==> src/rtl/exec_mode_pkg.sv <==
// Package: shared mode type and widths for the execution mode controller.
// Assumes: a two-bit mode code whose values are visible at the top ports.
package exec_mode_pkg;

    localparam int MODE_W = 2;

    typedef enum logic [MODE_W-1:0] {
        MODE_SLAVE  = 2'b00,
        MODE_MASTER = 2'b01,
        MODE_ABS    = 2'b10
    } exec_mode_t;

endpackage

==> src/rtl/exec_mode_priv.sv <==
// Module: privilege gate. Flags privileged instructions issued in slave mode
// and masks the interrupt-inhibit bit where slave mode forbids it.
// Assumes: the qualifiers are valid only while instr_valid is high.
module exec_mode_priv
    import exec_mode_pkg::*;
(
    input  logic       clk,
    input  logic       rst_n,
    input  exec_mode_t cur_mode,
    input  logic       instr_valid,
    input  logic       instr_priv,
    input  logic       instr_inhibit,
    output logic       illegal_proc,
    output logic       inhibit_eff
);

    logic in_slave;

    // Decode whether the current mode is the unprivileged one.
    always_comb begin
        in_slave = (cur_mode == MODE_SLAVE);
    end

    // Raise the fault for privileged slave code and gate the inhibit bit.
    always_comb begin
        illegal_proc = instr_valid && instr_priv && in_slave;
        inhibit_eff  = instr_valid && instr_inhibit && !in_slave;
    end

    // a privileged instruction in master or absolute mode is never a fault
    p_priv_allowed_r3: assert property (@(posedge clk) disable iff (!rst_n)
        (cur_mode != MODE_SLAVE) |-> !illegal_proc);

    // slave mode never lets an inhibit reach the interrupt logic
    p_no_slave_inhibit_r4: assert property (@(posedge clk) disable iff (!rst_n)
        (cur_mode == MODE_SLAVE) |-> !inhibit_eff);

endmodule

==> src/rtl/exec_mode_state.sv <==
// Module: mode register and its next-state rules. Events force absolute mode.
// An appended transfer leaves absolute mode for the mode that the descriptor
// selects. A faulting instruction commits nothing.
// Assumes: illegal_hit comes from the privilege gate in the same cycle.
module exec_mode_state
    import exec_mode_pkg::*;
(
    input  logic       clk,
    input  logic       rst_n,
    input  logic       instr_valid,
    input  logic       instr_xfer,
    input  logic       xfer_appended,
    input  logic       seg_master,
    input  logic       fault_evt,
    input  logic       intr_evt,
    input  logic       illegal_hit,
    output exec_mode_t cur_mode
);

    exec_mode_t next_mode;
    logic       force_abs;
    logic       leave_abs;

    // Classify this cycle's events.
    always_comb begin
        force_abs = fault_evt || intr_evt || illegal_hit;
        leave_abs = (cur_mode == MODE_ABS) && instr_valid && instr_xfer && xfer_appended;
    end

    // Pick the next mode: events first, then an exit from absolute mode, else hold.
    always_comb begin
        next_mode = cur_mode;
        if (force_abs) begin
            next_mode = MODE_ABS;
        end else if (leave_abs) begin
            next_mode = seg_master ? MODE_MASTER : MODE_SLAVE;
        end
    end

    // Mode register with synchronous reset into absolute mode.
    always_ff @(posedge clk) begin
        if (!rst_n) begin
            cur_mode <= MODE_ABS;
        end else begin
            cur_mode <= next_mode;
        end
    end

    // any fault or interrupt lands in absolute mode
    p_event_to_abs_r5: assert property (@(posedge clk) disable iff (!rst_n)
        (fault_evt || intr_evt) |=> (cur_mode == MODE_ABS));

    // an illegal-procedure fault is followed by absolute mode
    p_illegal_to_abs_r2: assert property (@(posedge clk) disable iff (!rst_n)
        illegal_hit |=> (cur_mode == MODE_ABS));

    // absolute mode persists without an appended transfer
    p_abs_sticky_r6: assert property (@(posedge clk) disable iff (!rst_n)
        ((cur_mode == MODE_ABS) && !(instr_valid && instr_xfer && xfer_appended))
        |=> (cur_mode == MODE_ABS));

    // master and slave persist when no event occurs
    p_ms_hold_r7: assert property (@(posedge clk) disable iff (!rst_n)
        ((cur_mode != MODE_ABS) && !fault_evt && !intr_evt && !illegal_hit)
        |=> $stable(cur_mode));

endmodule

==> src/rtl/exec_mode_addr_sel.sv <==
// Module: address-formation selects. Instruction fetch is absolute only in
// absolute mode. There, operand fetch follows the base-addressing bit.
// Assumes: appended formation is the default in master and slave modes.
module exec_mode_addr_sel
    import exec_mode_pkg::*;
(
    input  logic       clk,
    input  logic       rst_n,
    input  exec_mode_t cur_mode,
    input  logic       instr_base_sel,
    output logic       ifetch_abs,
    output logic       opnd_abs
);

    logic abs_now;

    // Decode absolute mode once for both selects.
    always_comb begin
        abs_now = (cur_mode == MODE_ABS);
    end

    // Drive the fetch and operand selects.
    always_comb begin
        ifetch_abs = abs_now;
        opnd_abs   = abs_now && !instr_base_sel;
    end

    // outside absolute mode operands are always appended
    p_opnd_append_r10: assert property (@(posedge clk) disable iff (!rst_n)
        !ifetch_abs |-> !opnd_abs);

    // the fetch select agrees with the mode
    p_ifetch_mode_r9: assert property (@(posedge clk) disable iff (!rst_n)
        ifetch_abs == (cur_mode == MODE_ABS));

endmodule

==> src/rtl/exec_mode_ctrl.sv <==
// Module: top of the execution mode controller. It ties the privilege gate,
// the mode register and the address selects together.
// Assumes: the qualifiers and events are synchronous to clk and settle before the edge.
module exec_mode_ctrl
    import exec_mode_pkg::*;
(
    input  logic              clk,
    input  logic              rst_n,
    input  logic              instr_valid,
    input  logic              instr_priv,
    input  logic              instr_inhibit,
    input  logic              instr_base_sel,
    input  logic              instr_xfer,
    input  logic              xfer_appended,
    input  logic              seg_master,
    input  logic              fault_evt,
    input  logic              intr_evt,
    output logic [MODE_W-1:0] mode,
    output logic              illegal_proc,
    output logic              inhibit_eff,
    output logic              ifetch_abs,
    output logic              opnd_abs
);

    exec_mode_t cur_mode;
    logic       illegal_hit;

    exec_mode_priv u_priv (
        .clk           (clk),
        .rst_n         (rst_n),
        .cur_mode      (cur_mode),
        .instr_valid   (instr_valid),
        .instr_priv    (instr_priv),
        .instr_inhibit (instr_inhibit),
        .illegal_proc  (illegal_hit),
        .inhibit_eff   (inhibit_eff)
    );

    exec_mode_state u_state (
        .clk           (clk),
        .rst_n         (rst_n),
        .instr_valid   (instr_valid),
        .instr_xfer    (instr_xfer),
        .xfer_appended (xfer_appended),
        .seg_master    (seg_master),
        .fault_evt     (fault_evt),
        .intr_evt      (intr_evt),
        .illegal_hit   (illegal_hit),
        .cur_mode      (cur_mode)
    );

    exec_mode_addr_sel u_addr (
        .clk            (clk),
        .rst_n          (rst_n),
        .cur_mode       (cur_mode),
        .instr_base_sel (instr_base_sel),
        .ifetch_abs     (ifetch_abs),
        .opnd_abs       (opnd_abs)
    );

    // Expose the mode code and the fault pulse.
    always_comb begin
        mode         = cur_mode;
        illegal_proc = illegal_hit;
    end

    // a faulting instruction never lands outside absolute mode
    p_fault_commits_nothing_r8: assert property (@(posedge clk) disable iff (!rst_n)
        illegal_proc |=> (mode == 2'b10));

endmodule

==> config.mk <==
export PLATFORM = sky130hd
export DESIGN_NAME = exec_mode_ctrl
export DESIGN_NICKNAME = d
export VERILOG_FILES = /design/src/rtl/exec_mode_pkg.sv /design/src/rtl/exec_mode_priv.sv /design/src/rtl/exec_mode_state.sv /design/src/rtl/exec_mode_addr_sel.sv /design/src/rtl/exec_mode_ctrl.sv
export SDC_FILE = /design/constraint.sdc
export NUM_CORES = 1
export LEC_CHECK = 0
export ABC_CLOCK_PERIOD_IN_PS = 1100
export BUFFER_PORTS_ARGS = -buffer_cell sky130_fd_sc_hd__clkbuf_2
export CORE_AREA = 3 3 40 42
export DETAILED_ROUTE_END_ITERATION = 16
export DIE_AREA = 0 0 43 45
export PLACE_DENSITY = 0.31
export SYNTH_ARGS = -nofsm -noshare
export SYNTH_HDL_FRONTEND = slang
export SYNTH_SLANG_ARGS = --single-unit
==> constraint.sdc <==
create_clock -name clk -period 1.1 [get_ports clk]
set_clock_uncertainty 0.05 [all_clocks]
set_input_delay 0.055 -clock clk [delete_from_list [all_inputs] [get_ports clk]]
set_output_delay 0.055 -clock clk [all_outputs]
set_load 0.02 [all_outputs]
# Word level (Yosys, flattened, before mapping)

Index checks and enable logic that the tools add are counted.

Flip-flop bits (word level): 2
Input bits: 11
Output and inout bits: 6
Word-level logic and storage cells: 18

Equality and inequality tests: 1
Muxes and demuxes: 1
Bitwise gates (word level): 1
Reduce and logical (&&, ||, !) cells: 14

Operator list:

| operator                              | count |
|---|---|
| 1-bit logical AND                     | 8 |
| 2-bit == test (second input constant) | 1 |
| 1-bit logical NOT                     | 2 |
| 2-bit logical NOT                     | 1 |
| 1-bit logical OR                      | 2 |
| 2-bit OR reduction                    | 1 |
| 1-bit two-way mux                     | 1 |
| 1-bit NOT                             | 1 |

# Longest topological paths before layout

Word-level depth: 4
Gate-level depth with buffers: 3
Depth with buffers taken out: 3

# Modules after synthesis

A second synthesis with hierarchy kept.

Cells, all modules: 13
Area total of the unflattened synthesis: 127.6 µm²

By module, submodules not included:

| module             | instances | cells each | area an instance (µm²) | seq. area each (µm²) |
|---|---|---|---|---|
| exec_mode_state    | 1         | 9          | 86.3                   | 40.0 |
| exec_mode_priv     | 1         | 2          | 22.5                   | 0.0 |
| exec_mode_addr_sel | 1         | 2          | 18.8                   | 0.0 |

# Worst setup path before layout

Ideal clock, no wire load.

Path kind: reg2out
Start: register u_state.cur_mode[1]
End: output port opnd_abs
Arrival time: 1,115 ps
Required time: 995 ps
Slack: -120 ps
Cell stages (with the launch flop): 3
Cell sequence: dfxtp_1 inv_1 nor3_1

Word-level cells in the longest chain between the ends: 2

Ends and longest elaborated chain:

| what                     | line                     | source |
|---|---|---|
| start: declaration       | exec_mode_state.sv:17    | `output exec_mode_t cur_mode` |
| start signal: assignment | exec_mode_state.sv:45    | `cur_mode <= next_mode;` |
| 2-bit == test            | exec_mode_addr_sel.sv:19 | `abs_now = (cur_mode == MODE_ABS);` |
| 1-bit logical AND        | exec_mode_addr_sel.sv:25 | `opnd_abs = abs_now && !instr_base_sel;` |
| end: declaration         | exec_mode_ctrl.sv:22     | `output logic opnd_abs` |

Every way passes these cells.

# Final worst setup path

Start: register u_state.cur_mode[1]
End: output port inhibit_eff

Word-level cells in the longest chain between the ends: 3

Ends and longest elaborated chain:

| what              | line                 | source |
|---|---|---|
| 2-bit logical NOT | exec_mode_priv.sv:21 | `in_slave = (cur_mode == MODE_SLAVE);` |
| 1-bit logical NOT | exec_mode_priv.sv:27 | `inhibit_eff = instr_valid && instr_inhibit && !in_slave;` |
| 1-bit logical AND | exec_mode_priv.sv:27 |  |
| end: declaration  | exec_mode_ctrl.sv:20 | `output logic inhibit_eff,` |

Every way passes these cells.

==> flow_results.xml <==
<?xml version="1.0" encoding="UTF-8"?>
<metrics>
  <group name="worst_setup_path">
    <metric name="reg2reg_from" unit="">u_state.cur_mode[1]</metric>
    <metric name="critical_path.reg2reg.endpoint" unit="">u_state.cur_mode[1]</metric>
    <metric name="cp-start-kind" unit="">register</metric>
    <metric name="path_delay_family" unit="">flip-flops</metric>
    <metric name="critPathRequiredTime" unit="ns">1.00</metric>
    <metric name="setup.worst_path.class" unit="">register to output port</metric>
    <metric name="cp_max_fo" unit="">4</metric>
    <metric name="worst-path-buf-inv" unit="">1</metric>
    <metric name="crit_path_start" unit="">u_state.cur_mode[1]</metric>
    <metric name="crit_path_cell_trace" unit="">o211a_1 &gt; buf_4</metric>
    <metric name="r2r_worst_path_depth" unit="">2</metric>
    <metric name="critical_path_depth" unit="">2</metric>
    <metric name="cpMaxStageDelayCell" unit="">sky130_fd_sc_hd__dfxtp_4</metric>
    <metric name="max_stage_delay" unit="ns">0.35</metric>
    <metric name="worstSetupEndpointType" unit="">output port</metric>
    <metric name="cp_data_arrival_time" unit="ns">0.95</metric>
    <metric name="rrSetupSlack" unit="ns">0.25</metric>
  </group>
  <group name="synthesis">
    <metric name="synthesis_stage_register_bit_count" unit="">2</metric>
    <metric name="synthesis.nets" unit="">26</metric>
    <metric name="synth_cells" unit="">15</metric>
    <metric name="post-synth-top-area-cell" unit="">sky130_fd_sc_hd__dfxtp_1</metric>
    <metric name="netlist.area_leader.share" unit="">0.337</metric>
    <metric name="yosysWarningCount" unit="">0</metric>
    <metric name="synth-seq-area-share" unit="">0.337</metric>
    <metric name="syn-cell-area" unit="um2">119</metric>
    <metric name="number_of_library_cell_types_mapped_by_synthesis" unit="">11</metric>
    <metric name="synth.area.top_cells" unit="">sky130_fd_sc_hd__dfxtp_1 34%, sky130_fd_sc_hd__nor3b_2 11%, sky130_fd_sc_hd__nand2_1 9.5%</metric>
    <metric name="post_synth.cell_area_avg" unit="um2">7.92</metric>
  </group>
  <group name="place">
    <metric name="post_detail_place_hpwl" unit="um">410</metric>
    <metric name="placed_area" unit="um2">223</metric>
    <metric name="gp_congestion" unit="">0.686</metric>
    <metric name="dpl_worst_slack" unit="ns">0.0985</metric>
    <metric name="numPortBuffers" unit="">16</metric>
  </group>
  <group name="timing">
    <metric name="setup-violations-final" unit="">0</metric>
    <metric name="slew_headroom" unit="">0.854</metric>
    <metric name="timing.final.crit_share" unit="">0.956</metric>
    <metric name="period_minus_slack" unit="ns">1.05</metric>
    <metric name="drv_slew" unit="">0</metric>
    <metric name="max_freq" unit="GHz">0.951</metric>
    <metric name="finalWorstSetupSlack" unit="ns">0.0484</metric>
    <metric name="setup_tns" unit="ns">0</metric>
    <metric name="grt_setup_unrepaired" unit="">false</metric>
    <metric name="worstMarginPinSlew" unit="ns">0.218</metric>
    <metric name="total_count_of_hold_check_failures_in_the_final_report" unit="">0</metric>
  </group>
  <group name="route">
    <metric name="route.detailed.vias_per_inst" unit="">3.92</metric>
    <metric name="postRouteAntennaNets" unit="">0</metric>
    <metric name="route.vias.total" unit="">196</metric>
    <metric name="route.detailed.drc" unit="">0</metric>
    <metric name="drt-initial-drc-count" unit="">2</metric>
    <metric name="detail_route.wl_per_cell" unit="um">10.1</metric>
    <metric name="totalWireLength" unit="um">507</metric>
    <metric name="drt_pre_antenna_iters" unit="">2</metric>
  </group>
  <group name="final_layout">
    <metric name="num_antenna_cells" unit="">0</metric>
    <metric name="regs_by_ff_count" unit="">u_state.cur_mode x2</metric>
    <metric name="finish.net_count" unit="">48</metric>
    <metric name="drive_above_1_share" unit="">0.743</metric>
    <metric name="cell_area_after_layout" unit="um2">273</metric>
    <metric name="largest_register_ff_count" unit="">2</metric>
    <metric name="top_register" unit="">u_state.cur_mode</metric>
    <metric name="area_delta_synth_final" unit="%">129</metric>
    <metric name="fillerInstances" unit="">157</metric>
    <metric name="final_util" unit="">0.212</metric>
  </group>
  <group name="worst_hold_path">
    <metric name="min_path_cells" unit="">3</metric>
    <metric name="min_to" unit="">u_state.cur_mode[0]</metric>
    <metric name="worst_hold_path_type" unit="">input port to register</metric>
    <metric name="hold_start" unit="">seg_master</metric>
  </group>
  <group name="global_route">
    <metric name="met1_usage" unit="">0.0743</metric>
    <metric name="antenna_found_initial" unit="">0</metric>
    <metric name="groute.usage.overall" unit="">0.0698</metric>
    <metric name="use_met2" unit="">0.0898</metric>
    <metric name="grt_first_pass_wirelength" unit="um">883</metric>
    <metric name="grt_max_degree" unit="">9</metric>
    <metric name="grt_pass1_vias" unit="">210</metric>
    <metric name="global_route.peak_usage_layer" unit="">met3</metric>
    <metric name="grtUsageMet3" unit="">0.0916</metric>
    <metric name="grt.overflow.total" unit="">0</metric>
  </group>
  <group name="clock_tree">
    <metric name="cts-htree-levels" unit="">1</metric>
    <metric name="cts_root_buffer" unit="">sky130_fd_sc_hd__clkbuf_4</metric>
    <metric name="max-clock-path-buffers" unit="">2</metric>
    <metric name="tritoncts" unit="">yes</metric>
    <metric name="tritoncts.num_buffers" unit="">3</metric>
    <metric name="cts.clk_slew.worst_paths" unit="ns">0.03</metric>
    <metric name="postCtsHoldBufs" unit="">0</metric>
    <metric name="cts.sinks" unit="">2</metric>
    <metric name="worst_skew_pair.late_latency" unit="ns">0.23</metric>
  </group>
  <group name="pwr">
    <metric name="clkPwrFrac" unit="">0.583</metric>
    <metric name="share_comb_of_total_power" unit="">0.161</metric>
    <metric name="pwr_density_cell" unit="mW/mm2">1040</metric>
    <metric name="switching_share" unit="">0.237</metric>
    <metric name="power.share.sequential" unit="">0.256</metric>
    <metric name="ir_drop" unit="uV">500</metric>
    <metric name="intPower" unit="mW">0.217</metric>
    <metric name="switching_power" unit="mW">0.0674</metric>
    <metric name="total_leakage_power" unit="nW">0.138</metric>
  </group>
  <group name="floorplan">
    <metric name="num_rows" unit="">13</metric>
    <metric name="dieWidth" unit="um">43</metric>
    <metric name="initial_core_util" unit="">0.0925</metric>
    <metric name="fp.dieH" unit="um">45</metric>
    <metric name="pin_count" unit="">17</metric>
    <metric name="floorplan.core_area" unit="mm2">0.00128</metric>
    <metric name="floorplan.die_area" unit="mm2">0.00194</metric>
  </group>
  <group name="outcome">
    <metric name="outcome" unit="">completed</metric>
  </group>
  <group name="flow_run">
    <metric name="maxCapViolations" unit="">0</metric>
  </group>
</metrics>
## logic make-up (layout without fill, tap and decap cells)
group	after synthesis	in the layout	synth area share
simple gates	8	8	0.368
compound gates	4	4	0.263
flops	2	2	0.337
buf+inv	1	21	0.0315
## final cells by class
class / instances / area [um2] / area share
clock buffers: 3 / 22.5 / 0.0826
repair buffers: 17 / 95.1 / 0.349
flip-flops and latches: 2 / 45.0 / 0.165
multi-input cells: 12 / 85.1 / 0.312
inverters: 1 / 6.26 / 0.0229
well taps: 15 / 18.8 / 0.0688
## worst reg2reg max path, delay by kind of cell (launching register included)
family                 cells  cell delay (ns)
AOI/OAI and AO/OA          1             0.28
DFF                        1             0.36
buffers and inverters      1             0.05
## per-layer routing
metal	up-vias	share of wire	wire [um]
li1	98	-	-
met1	80	0.45	229
met2	18	0.32	164
met3	0	0.22	112
met4	0	0	0
met5	-	0	0
## repair_timing
| item | 4_1_cts | 5_1_grt |
|---|---|---|
| cloned | 0 | 0 |
| buffers inserted | 0 | 1 |
| setup endpoints to repair | 4 | 2 |
| pin swaps | 1 | 0 |
| gates resized for setup | 6 | 5 |
## power groups by stage
stage               logic (mW)  clock network [mW]  registers (mW)
floorplan               0.0159                   0          0.0765
global placement        0.0421                   0          0.0759
detailed placement      0.0421                   0          0.0760
CTS                     0.0442               0.174          0.0732
global route            0.0517               0.185          0.0731
finish                  0.0458               0.166          0.0730
## synth_stat cells
library cell,instances
sky130_fd_sc_hd__nor2_1,1
sky130_fd_sc_hd__nor3_1,2
sky130_fd_sc_hd__nand2_1,3
sky130_fd_sc_hd__o31a_1,1
sky130_fd_sc_hd__nor3b_2,1
sky130_fd_sc_hd__dfxtp_1,2
sky130_fd_sc_hd__inv_1,1
sky130_fd_sc_hd__o21ai_0,1
sky130_fd_sc_hd__o211a_1,1
sky130_fd_sc_hd__nand4_1,1
sky130_fd_sc_hd__o211ai_1,1
## metrics by stage
| stage | hold slack, ns | instances | power, mW |
|---|---|---|---|
| finish | 0.0229 | 50 | 0.285 |
| global route | 0.0726 | 50 | 0.310 |
| CTS | 0.0291 | 49 | 0.292 |
| detailed placement | 0.278 | 46 | 0.118 |
| global placement | 0.302 | 46 | 0.118 |
| floorplan | 0.106 | 15 | 0.0924 |
## placed cells by master (no fill, tap or decap), drive strengths merged
cell type,instances
nor3,2
nand2,3
clkbuf,17
o211a,1
buf,3
dfxtp,2
o31a,1
nor3b,1
nand4,1
o211ai,1
inv,1
nor2,1
o21ai,1
## worst max-delay path by stage
| stage | end | slack (ns) |
|---|---|---|
| 6_report | inhibit_eff | 0.05 |
| 5_1_grt | inhibit_eff | 0.009 |
| 3_3_place_gp | opnd_abs | 0.13 |
| 2_1_floorplan | opnd_abs | 0.03 |
| 4_1_cts | illegal_proc | 0.002 |
| 3_5_place_dp | u_state.cur_mode[1] | 0.1 |
No activity file was read; power rests on OpenSTA's default activity.
